### src/rtl/dac_wave_pkg.sv
package dac_wave_pkg;
  typedef enum logic [1:0] {
    WAVE_OFF   = 2'd0,
    WAVE_NOISE = 2'd1,
    WAVE_TRI   = 2'd2,
    WAVE_RSVD  = 2'd3
  } wave_mode_e;
endpackage

### src/rtl/dac_wave_cfg.sv
module dac_wave_cfg
  import dac_wave_pkg::*;
#(
  parameter int DATA_W = 12,
  parameter int CODE_W = 4
) (
  input  logic              clk,
  input  logic              rst_n,
  input  logic              chan_en,
  input  logic [1:0]        mode_in,
  input  logic [CODE_W-1:0] code_in,
  output wave_mode_e        mode_q,
  output logic [DATA_W-1:0] mask_q
);
  localparam int MAX_CODE = DATA_W - 1;

  logic [CODE_W-1:0] code_eff;
  logic [DATA_W-1:0] mask_d;

  always_comb begin
    code_eff = (code_in > CODE_W'(MAX_CODE)) ? CODE_W'(MAX_CODE) : code_in;
    mask_d   = {DATA_W{1'b1}} >> (MAX_CODE - int'(code_eff));
  end

  always_ff @(posedge clk) begin
    if (!rst_n) begin
      mode_q <= WAVE_OFF;
      mask_q <= DATA_W'(1);
    end else if (!chan_en) begin
      mode_q <= wave_mode_e'(mode_in);
      mask_q <= mask_d;
    end
  end

  // settings frozen while the channel runs
  assert_cfg_frozen_R9: assert property (@(posedge clk) disable iff (!rst_n)
    $past(chan_en) |-> ($stable(mode_q) && $stable(mask_q)));
  // mask is a contiguous run of ones from bit 0
  assert_mask_shape_R3: assert property (@(posedge clk) disable iff (!rst_n)
    mask_q[0] && ((mask_q & (mask_q + DATA_W'(1))) == '0));
endmodule

### src/rtl/dac_tri_gen.sv
module dac_tri_gen #(
  parameter int DATA_W = 12
) (
  input  logic              clk,
  input  logic              rst_n,
  input  logic              clear,
  input  logic              step,
  input  logic [DATA_W-1:0] peak,
  output logic [DATA_W-1:0] value
);
  logic falling;

  always_ff @(posedge clk) begin
    if (!rst_n || clear) begin
      value   <= '0;
      falling <= 1'b0;
    end else if (step) begin
      if (!falling) begin
        if (value >= peak) begin
          falling <= 1'b1;
          value   <= value - DATA_W'(1);
        end else begin
          value <= value + DATA_W'(1);
        end
      end else begin
        if (value == '0) begin
          falling <= 1'b0;
          value   <= DATA_W'(1);
        end else begin
          value <= value - DATA_W'(1);
        end
      end
    end
  end

  // sample never exceeds the peak
  assert_tri_range_R4: assert property (@(posedge clk) disable iff (!rst_n)
    value <= peak);
  // each step moves the sample by exactly one
  assert_tri_unit_step_R4: assert property (@(posedge clk) disable iff (!rst_n)
    (step && !clear) |=> ((value == $past(value) + DATA_W'(1)) ||
                          (value == $past(value) - DATA_W'(1))));
  // cleared counter sits at zero
  assert_tri_clear_R10: assert property (@(posedge clk) disable iff (!rst_n)
    clear |=> (value == '0));
endmodule

### src/rtl/dac_noise_gen.sv
module dac_noise_gen #(
  parameter int                DATA_W = 12,
  parameter logic [DATA_W-1:0] SEED   = 12'hAAA,
  parameter logic [DATA_W-1:0] TAPS   = 12'h829
) (
  input  logic              clk,
  input  logic              rst_n,
  input  logic              clear,
  input  logic              step,
  output logic [DATA_W-1:0] state
);
  logic feedback;

  always_comb feedback = ^(state & TAPS);

  always_ff @(posedge clk) begin
    if (!rst_n || clear) state <= SEED;
    else if (step)       state <= {state[DATA_W-2:0], feedback};
  end

  // register never locks up at all zeros
  assert_lfsr_nonzero_R5: assert property (@(posedge clk) disable iff (!rst_n)
    state != '0);
  // reseed while the channel is off
  assert_lfsr_reseed_R10: assert property (@(posedge clk) disable iff (!rst_n)
    clear |=> (state == SEED));
endmodule

### src/rtl/dac_wave_overlay.sv
module dac_wave_overlay
  import dac_wave_pkg::*;
#(
  parameter int DATA_W = 12,
  parameter int CODE_W = 4
) (
  input  logic              clk,
  input  logic              rst_n,
  input  logic              chan_en,
  input  logic              trig_en,
  input  logic              trig,
  input  logic [1:0]        wave_mode,
  input  logic [CODE_W-1:0] amp_code,
  input  logic [DATA_W-1:0] hold_val,
  output logic [DATA_W-1:0] out_code,
  output logic              out_valid
);
  wave_mode_e        mode_q;
  logic [DATA_W-1:0] mask_q;
  logic [DATA_W-1:0] tri_val;
  logic [DATA_W-1:0] lfsr_val;
  logic [DATA_W-1:0] wave_val;
  logic              advance;
  logic              passthru;

  assign advance  = chan_en && trig_en && trig;
  assign passthru = chan_en && !trig_en;

  dac_wave_cfg #(.DATA_W(DATA_W), .CODE_W(CODE_W)) u_cfg (
    .clk(clk), .rst_n(rst_n), .chan_en(chan_en),
    .mode_in(wave_mode), .code_in(amp_code),
    .mode_q(mode_q), .mask_q(mask_q)
  );

  dac_tri_gen #(.DATA_W(DATA_W)) u_tri (
    .clk(clk), .rst_n(rst_n), .clear(!chan_en),
    .step(advance && (mode_q == WAVE_TRI)),
    .peak(mask_q), .value(tri_val)
  );

  dac_noise_gen #(.DATA_W(DATA_W)) u_noise (
    .clk(clk), .rst_n(rst_n), .clear(!chan_en),
    .step(advance && (mode_q == WAVE_NOISE)),
    .state(lfsr_val)
  );

  always_comb begin
    case (mode_q)
      WAVE_TRI:   wave_val = tri_val;
      WAVE_NOISE: wave_val = lfsr_val & mask_q;
      default:    wave_val = '0;
    endcase
  end

  always_ff @(posedge clk) begin
    if (!rst_n) begin
      out_code  <= '0;
      out_valid <= 1'b0;
    end else begin
      out_valid <= advance || passthru;
      if (advance)       out_code <= hold_val + wave_val;
      else if (passthru) out_code <= hold_val;
    end
  end

  // no strobe while the channel is off
  assert_idle_quiet_R10: assert property (@(posedge clk) disable iff (!rst_n)
    !chan_en |=> !out_valid);
  // gated mode stays silent without a trigger
  assert_no_spurious_R7: assert property (@(posedge clk) disable iff (!rst_n)
    (chan_en && trig_en && !trig) |=> (!out_valid && $stable(out_code)));
  // ungated mode forwards the holding value
  assert_passthru_R8: assert property (@(posedge clk) disable iff (!rst_n)
    passthru |=> (out_valid && (out_code == $past(hold_val))));
endmodule

### config.mk
export PLATFORM = sky130hd
export DESIGN_NAME = dac_wave_overlay
export DESIGN_NICKNAME = d
export VERILOG_FILES = /design/src/rtl/dac_wave_pkg.sv /design/src/rtl/dac_wave_cfg.sv /design/src/rtl/dac_tri_gen.sv /design/src/rtl/dac_noise_gen.sv /design/src/rtl/dac_wave_overlay.sv
export SDC_FILE = /design/constraint.sdc
export NUM_CORES = 1
export LEC_CHECK = 0
export ABC_AREA = 1
export BUFFER_PORTS_ARGS = -buffer_cell sky130_fd_sc_hd__buf_4
export CORE_MARGIN = 10
export CORE_UTILIZATION = 56
export CTS_CLUSTER_DIAMETER = 120
export DETAILED_ROUTE_END_ITERATION = 10
export GPL_ROUTABILITY_DRIVEN = 1
export PLACE_DENSITY = 0.82
export SLEW_MARGIN = 20
export SYNTH_ARGS = -nofsm -noshare
export SYNTH_HDL_FRONTEND = slang
export SYNTH_SLANG_ARGS = --single-unit
### constraint.sdc
create_clock -name clk -period 3.5 [get_ports clk]
set_clock_uncertainty 0.15 [all_clocks]
set_input_delay 0.525 -clock clk [delete_from_list [all_inputs] [get_ports clk]]
set_output_delay 0.525 -clock clk [all_outputs]
set_load 0.02 [all_outputs]
==> results.json, run 1 <==
{
  "status": "finished clean",
  "cts_root_buf": "clkbuf_8",
  "synth_fp_nets": 644,
  "highest_layer": "met4",
  "cpPeakStageDelay_ns": 0.43,
  "synth_area_per_cell_sq_um": 6.52,
  "cts_tree": "built",
  "wl_met3_microns": 804,
  "detail-route-antenna-nets": 0,
  "critPathRequiredTime_ns": 3.61,
  "fmax_ghz": 0.359,
  "dieArea_sq_mm": 0.0106,
  "tns_ns": 0,
  "ys_ff_latch": 52,
  "port_buffers": 35,
  "die_y_microns": 103,
  "setup_viol": 0,
  "rsz0062_at_grt": "false",
  "synth.distinct_cells": 40,
  "leakagePower_nw": 2.07,
  "syn_to_final_growth_pct": 8.71,
  "synth_flop_cell": "dfxtp_1",
  "synth_edf_count": 0,
  "antenna_found_initial": 0,
  "core-area_sq_mm": 0.00676,
  "min_period_over_period": 0.796,
  "min_path_type": "reg -> reg",
  "path_cells": "inv_1 -> ha_1 -> nand3_1 -> a21oi_1 -> ha_1 -> inv_1 -> fa_1 -> inv_1 -> nand3_1 -> nand2_1 -> nand3_1 -> a21o_1 -> nand3_1 -> nand2_1 -> a21oi_1",
  "relSlewSlack": 0.567,
  "synth_common_cells": "nand2_1 (132), inv_1 (81), a21oi_1 (63)",
  "slowest_stage": "ha_1",
  "routedWlPerCell_microns": 14.9,
  "cts.sinks": 52,
  "path_common_cell": "nand3_1",
  "drtPass1Iterations": 5,
  "fin_crit_ns": 2.78,
  "path_clk_slew_ns": 0.11,
  "met1_length_microns": 4740,
  "place.gp.congestion": 0.957,
  "final_area_sq_mm": 0.00420,
  "grt_usage": 0.202,
  "finalMaxSlewViolations": 0,
  "drive_gt1_frac": 0.110,
  "ctsLongestPathBuffers": 2,
  "synth.most_common_cell": "nand2_1",
  "cts-hold-fix-buffers": 0,
  "cp-end-kind": "flop",
  "cts_resized": 0,
  "cp_data_arrival_time_ns": 2.89,
  "vias": 3920,
  "yosys-top-cells-area": "dfxtp_1 (27%), nand2_1 (13%), ha_1 (8.7%), a21oi_1 (8.2%), inv_1 (7.9%)",
  "start_util": 0.572,
  "htree_num_levels": 2,
  "post-cts-setup-buffers": 0,
  "syn_area_sq_mm": 0.00386,
  "drt_iter0_drc": 400,
  "grt_remaining_overflow": 0,
  "fin_nets": 666,
  "num-fill-cells": 627,
  "crit_family": "adder cells",
  "drv_cap": 0,
  "yosysWarnings": 0,
  "grt_pass1_vias": 3609,
  "p_per_area_mw_per_mm2": 290,
  "synthArstFlopShare": 0,
  "seq_area_frac_synth": 0.269,
  "ir_drop_mv": 0.213,
  "wl_met2_microns": 4730,
  "synthCells": 593,
  "max_slew.worst_pin.slew_ns": 0.648,
  "worstPathMaxFanout": 13,
  "die_w_microns": 103,
  "grt_pass1_wl_microns": 17300,
  "n_antenna_cell": 0,
  "vias_per_cell": 5.63,
  "hpwl_microns": 8130,
  "hold_violations": 0,
  "postPlaceCellArea_sq_mm": 0.00411,
  "grt_max_degree": 20,
  "clock_latency_ns": 0.32,
  "row_count": 30,
  "dpl_worst_slack_ns": 0.780,
  "wirelength_microns": 10400,
  "crit_type": "reg -> reg",
  "drc": 0,
  "synth.largest_area_cell": "dfxtp_1",
  "layout_setup_ws_ns": 0.716,
  "numCtsBuffers": 5,
  "crit_buf_inv": 3,
  "pin_count": 36,
  "netlist.area_leader.share": 0.269,
  "worstSetupStartpointType": "flop"
}
==> power by group <==
part | internal [mW] | switching, mW
logic | 0.0822 | 0.139
registers | 0.615 | 0.0165
clock network | 0.143 | 0.221
==> area by class of cell <==
class	instances	area, sq um	share of cell area
Clock inverter	3	21.3	0.00506
Clock buffer	5	68.8	0.0164
Multi-Input combinational cell	438	2390	0.568
Tap cell	80	100	0.0238
Inverter	81	304	0.0724
Timing Repair Buffer	37	278	0.0661
Sequential cell	52	1040	0.248
==> logic make-up after synthesis <==
| kind of cell | share of synthesized area |
|---|---|
| and+or+nand+nor | 0.308 |
| buffers and inverters | 0.113 |
| adders and majority gates | 0.0926 |
| xor gates and xnor gates | 0.0385 |
| AOI/OAI and AO/OA | 0.179 |
| DFF | 0.269 |
==> through the flow <==
| stage | hold slack, ns | instances | utilization | total power, mW |
|---|---|---|---|---|
| 2_1_floorplan | 0.295 | 593 | - | 0.786 |
| 6_report | 0.320 | 696 | 0.622 | 1.22 |
| 3_5_place_dp | 0.309 | 688 | 0.608 | 0.863 |
| 4_1_cts | 0.325 | 696 | 0.622 | 1.22 |
| 5_1_grt | 0.342 | 696 | 0.622 | 1.27 |
| 3_3_place_gp | 0.303 | 688 | 0.608 | 0.858 |
==> path summary, 6_finish.rpt <==
| check | start | endpoint | slack, ns | cells after the start |
|---|---|---|---|---|
| worst max-delay path | u_cfg.mode_q[1] | out_code[8] | 0.72 | 15 |
| worst min-delay path | out_code[5] | out_code[5] | 0.32 | 2 |
| worst max register to register | u_cfg.mode_q[1] | out_code[8] | 0.72 | 15 |
| worst min register to register | out_code[5] | out_code[5] | 0.32 | 2 |
==> registers in the layout, summed over array words and instances (netlist names) <==
signal	flops
u_cfg.mask_q	12
u_tri.falling	1
u_noise.state	12
u_tri.value	12
out_code	12
out_valid	1
u_cfg.mode_q	2
==> metal layers <==
layer  global-route usage  vias to the layer above
met1                0.273                     1770
li1                     -                     1975
met4               0.0417                        0
met5                    0                        -
met3               0.0422                       16
met2                0.324                      159
==> tightest hold or removal path: stages (launching register included) <==
cell	delay, ns
dfxtp_1	0.32
nand2_1	0.06
a21oi_1	0.05
==> cell usage in the layout (no fill, tap or decap), drive strengths merged <==
| cell | netlist | final |
|---|---|---|
| clkinvlp | 0 | 1 |
| nand2 | 137 | 137 |
| clkbuf | 5 | 5 |
| nand4 | 4 | 4 |
| fa | 1 | 1 |
| o221ai | 1 | 1 |
| and3 | 1 | 1 |
| a21o | 3 | 3 |
| clkinv | 0 | 1 |
| a221oi | 2 | 2 |
| xor2 | 13 | 13 |
| nand3 | 49 | 49 |
| a211oi | 1 | 1 |
| nor3 | 5 | 5 |
| inv | 81 | 82 |
| o21ai | 40 | 40 |
| a31oi | 1 | 1 |
| xnor2 | 4 | 4 |
| or2 | 4 | 4 |
| nand3b | 1 | 1 |
| o21bai | 2 | 2 |
| a21oi | 66 | 66 |
| nor2 | 66 | 66 |
| o22ai | 5 | 5 |
| dfxtp | 52 | 52 |
| o31ai | 1 | 1 |
| o211ai | 4 | 4 |
| ha | 27 | 27 |
| buf | 17 | 37 |
(Power assumes the default switching activity.)
==> inputs of run 2 (changes only) <==
Settings changed: CORE_UTILIZATION 56 to 54.
Clock period 3.5 ns to 2.5 ns, I/O delays scaled along.
==> results.json, run 2 (synthesis results as in run 1) <==
{
  "finalMaxSlewViolations": 0,
  "drive_gt1_frac": 0.203,
  "p_per_area_mw_per_mm2": 387,
  "cpPeakStageDelay_ns": 0.36,
  "antenna_found_initial": 0,
  "routedWlPerCell_microns": 15.2,
  "worstPathMaxFanout": 9,
  "layout_common_cells": "nand2_1 (128), inv_1 (77), buf_4 (59), nor2_1 (56), a21oi_1 (51)",
  "setup_viol": 0,
  "row_count": 30,
  "fmax_ghz": 0.416,
  "worstSetupStartpointType": "flop",
  "die_y_microns": 105,
  "cts_tree": "built",
  "clock_latency_ns": 0.33,
  "cts_root_buf": "clkbuf_8",
  "hold_slack_ns": 0.186,
  "ir_drop_mv": 0.275,
  "num-fill-cells": 602,
  "relSlewSlack": 0.677,
  "pin_count": 36,
  "critPathRequiredTime_ns": 2.59,
  "vias": 4116,
  "grt_pass1_wl_microns": 18100,
  "regArea_sq_mm": 0.00104,
  "htree_num_levels": 2,
  "max_slew.worst_pin.slew_ns": 0.484,
  "hold_violations": 0,
  "fin_nets": 690,
  "hpwl_microns": 8420,
  "detail-route-antenna-nets": 0,
  "crit_buf_inv": 3,
  "grt_pass1_vias": 3953,
  "cp-end-kind": "flop",
  "cp_data_arrival_time_ns": 2.50,
  "vias_per_cell": 5.59,
  "numCtsBuffers": 5,
  "crit_family": "compound AO/OA/AOI/OAI gates",
  "fin_crit_ns": 2.40,
  "die_w_microns": 105,
  "dpl_worst_slack_ns": -0.0443,
  "postPlaceCellArea_sq_mm": 0.00430,
  "ctsLongestPathBuffers": 2,
  "cts.sinks": 52,
  "multi_input_area_sq_mm": 0.00256,
  "path_cells": "inv_2 -> ha_4 -> buf_6 -> nand3_1 -> a21oi_2 -> ha_4 -> nand2_2 -> inv_1 -> nand2_1 -> nand2_1 -> a21oi_1 -> xor2_1 -> o21bai_1 -> a21oi_1",
  "syn_to_final_growth_pct": 18.8,
  "port_buffers": 35,
  "status": "finished clean",
  "place.gp.congestion": 0.952,
  "layout_commonest_cell": "nand2_1",
  "wirelength_microns": 11200,
  "min_path_type": "in -> reg",
  "drc": 0,
  "grt_max_degree": 19,
  "dieArea_sq_mm": 0.0109,
  "drt_iter0_drc": 276,
  "start_util": 0.562,
  "leakagePower_nw": 2.19,
  "drv_cap": 0,
  "path_clk_slew_ns": 0.10,
  "drtPass1Iterations": 6,
  "crit_type": "reg -> reg",
  "grt_usage": 0.193,
  "grt_remaining_overflow": 0,
  "final_area_sq_mm": 0.00459,
  "core-area_sq_mm": 0.00687,
  "slowest_stage": "dfxtp_2",
  "rsz0062_at_grt": "true",
  "min_period_over_period": 0.961,
  "n_antenna_cell": 0,
  "layout_setup_ws_ns": 0.0974
}
## run 2: cell count changes in the layout (fill, tap and decap cells not counted), moves of 6 or more
cell / change
a21oi_2: +11
buf_4: +22
a21oi_1: -12
ha_1: -7
ha_4: +6
## run 2: metrics by stage
| stage | power, mW | cells | utilization | setup TNS (ns) |
|---|---|---|---|---|
| finish | 1.78 | 736 | 0.668 | 0 |
| global route | 1.85 | 736 | 0.668 | -0.318 |
| CTS | 1.74 | 734 | 0.642 | 0 |
| detailed placement | 1.22 | 726 | 0.625 | -0.117 |
| global placement | 1.21 | 726 | 0.625 | -0.00266 |
| floorplan | 1.10 | 593 | - | 0 |
## run 2: per-layer routing
metal,up-vias,wire [microns],track usage
li1,2024,-,-
met1,1892,4620,0.231
met2,164,5400,0.330
met3,36,800,0.0369
met4,0,387,0.0833
met5,-,0,0
## run 2: worst paths after layout
kind	from	end	slack, ns	cells after the start
hold reg to reg	out_code[10]	out_code[10]	0.32	2
setup / recovery	u_cfg.mode_q[1]	out_code[7]	0.1	14
hold / removal	chan_en	u_cfg.mode_q[0]	0.19	2
setup reg to reg	u_cfg.mode_q[1]	out_code[7]	0.1	14
## run 2: cell type report
type / count / share of cell area
Multi-Input combinational cell: 438 / 0.559
Sequential cell: 52 / 0.227
Timing Repair Buffer: 61 / 0.101
Inverter: 81 / 0.0662
Tap cell: 96 / 0.0262
Clock buffer: 5 / 0.0150
Clock inverter: 3 / 0.00545
## run 2: power breakdown
group | internal [mW] | total [mW] | switching [mW] | leakage, nW
registers | 0.861 | 0.884 | 0.0230 | 0.426
logic | 0.144 | 0.361 | 0.217 | 1.72
clock network | 0.205 | 0.533 | 0.327 | 0.0452
total | 1.21 | 1.78 | 0.567 | 2.19
## run 2: timing repair
| action | 4_1_cts | 5_1_grt |
|---|---|---|
| hold buffers | 0 | 0 |
| buffers inserted | 0 | 2 |
| cloned | 0 | 0 |
| setup endpoints to repair | 6 | 9 |
| pin swaps | 1 | 13 |
| gates resized for setup | 5 | 43 |
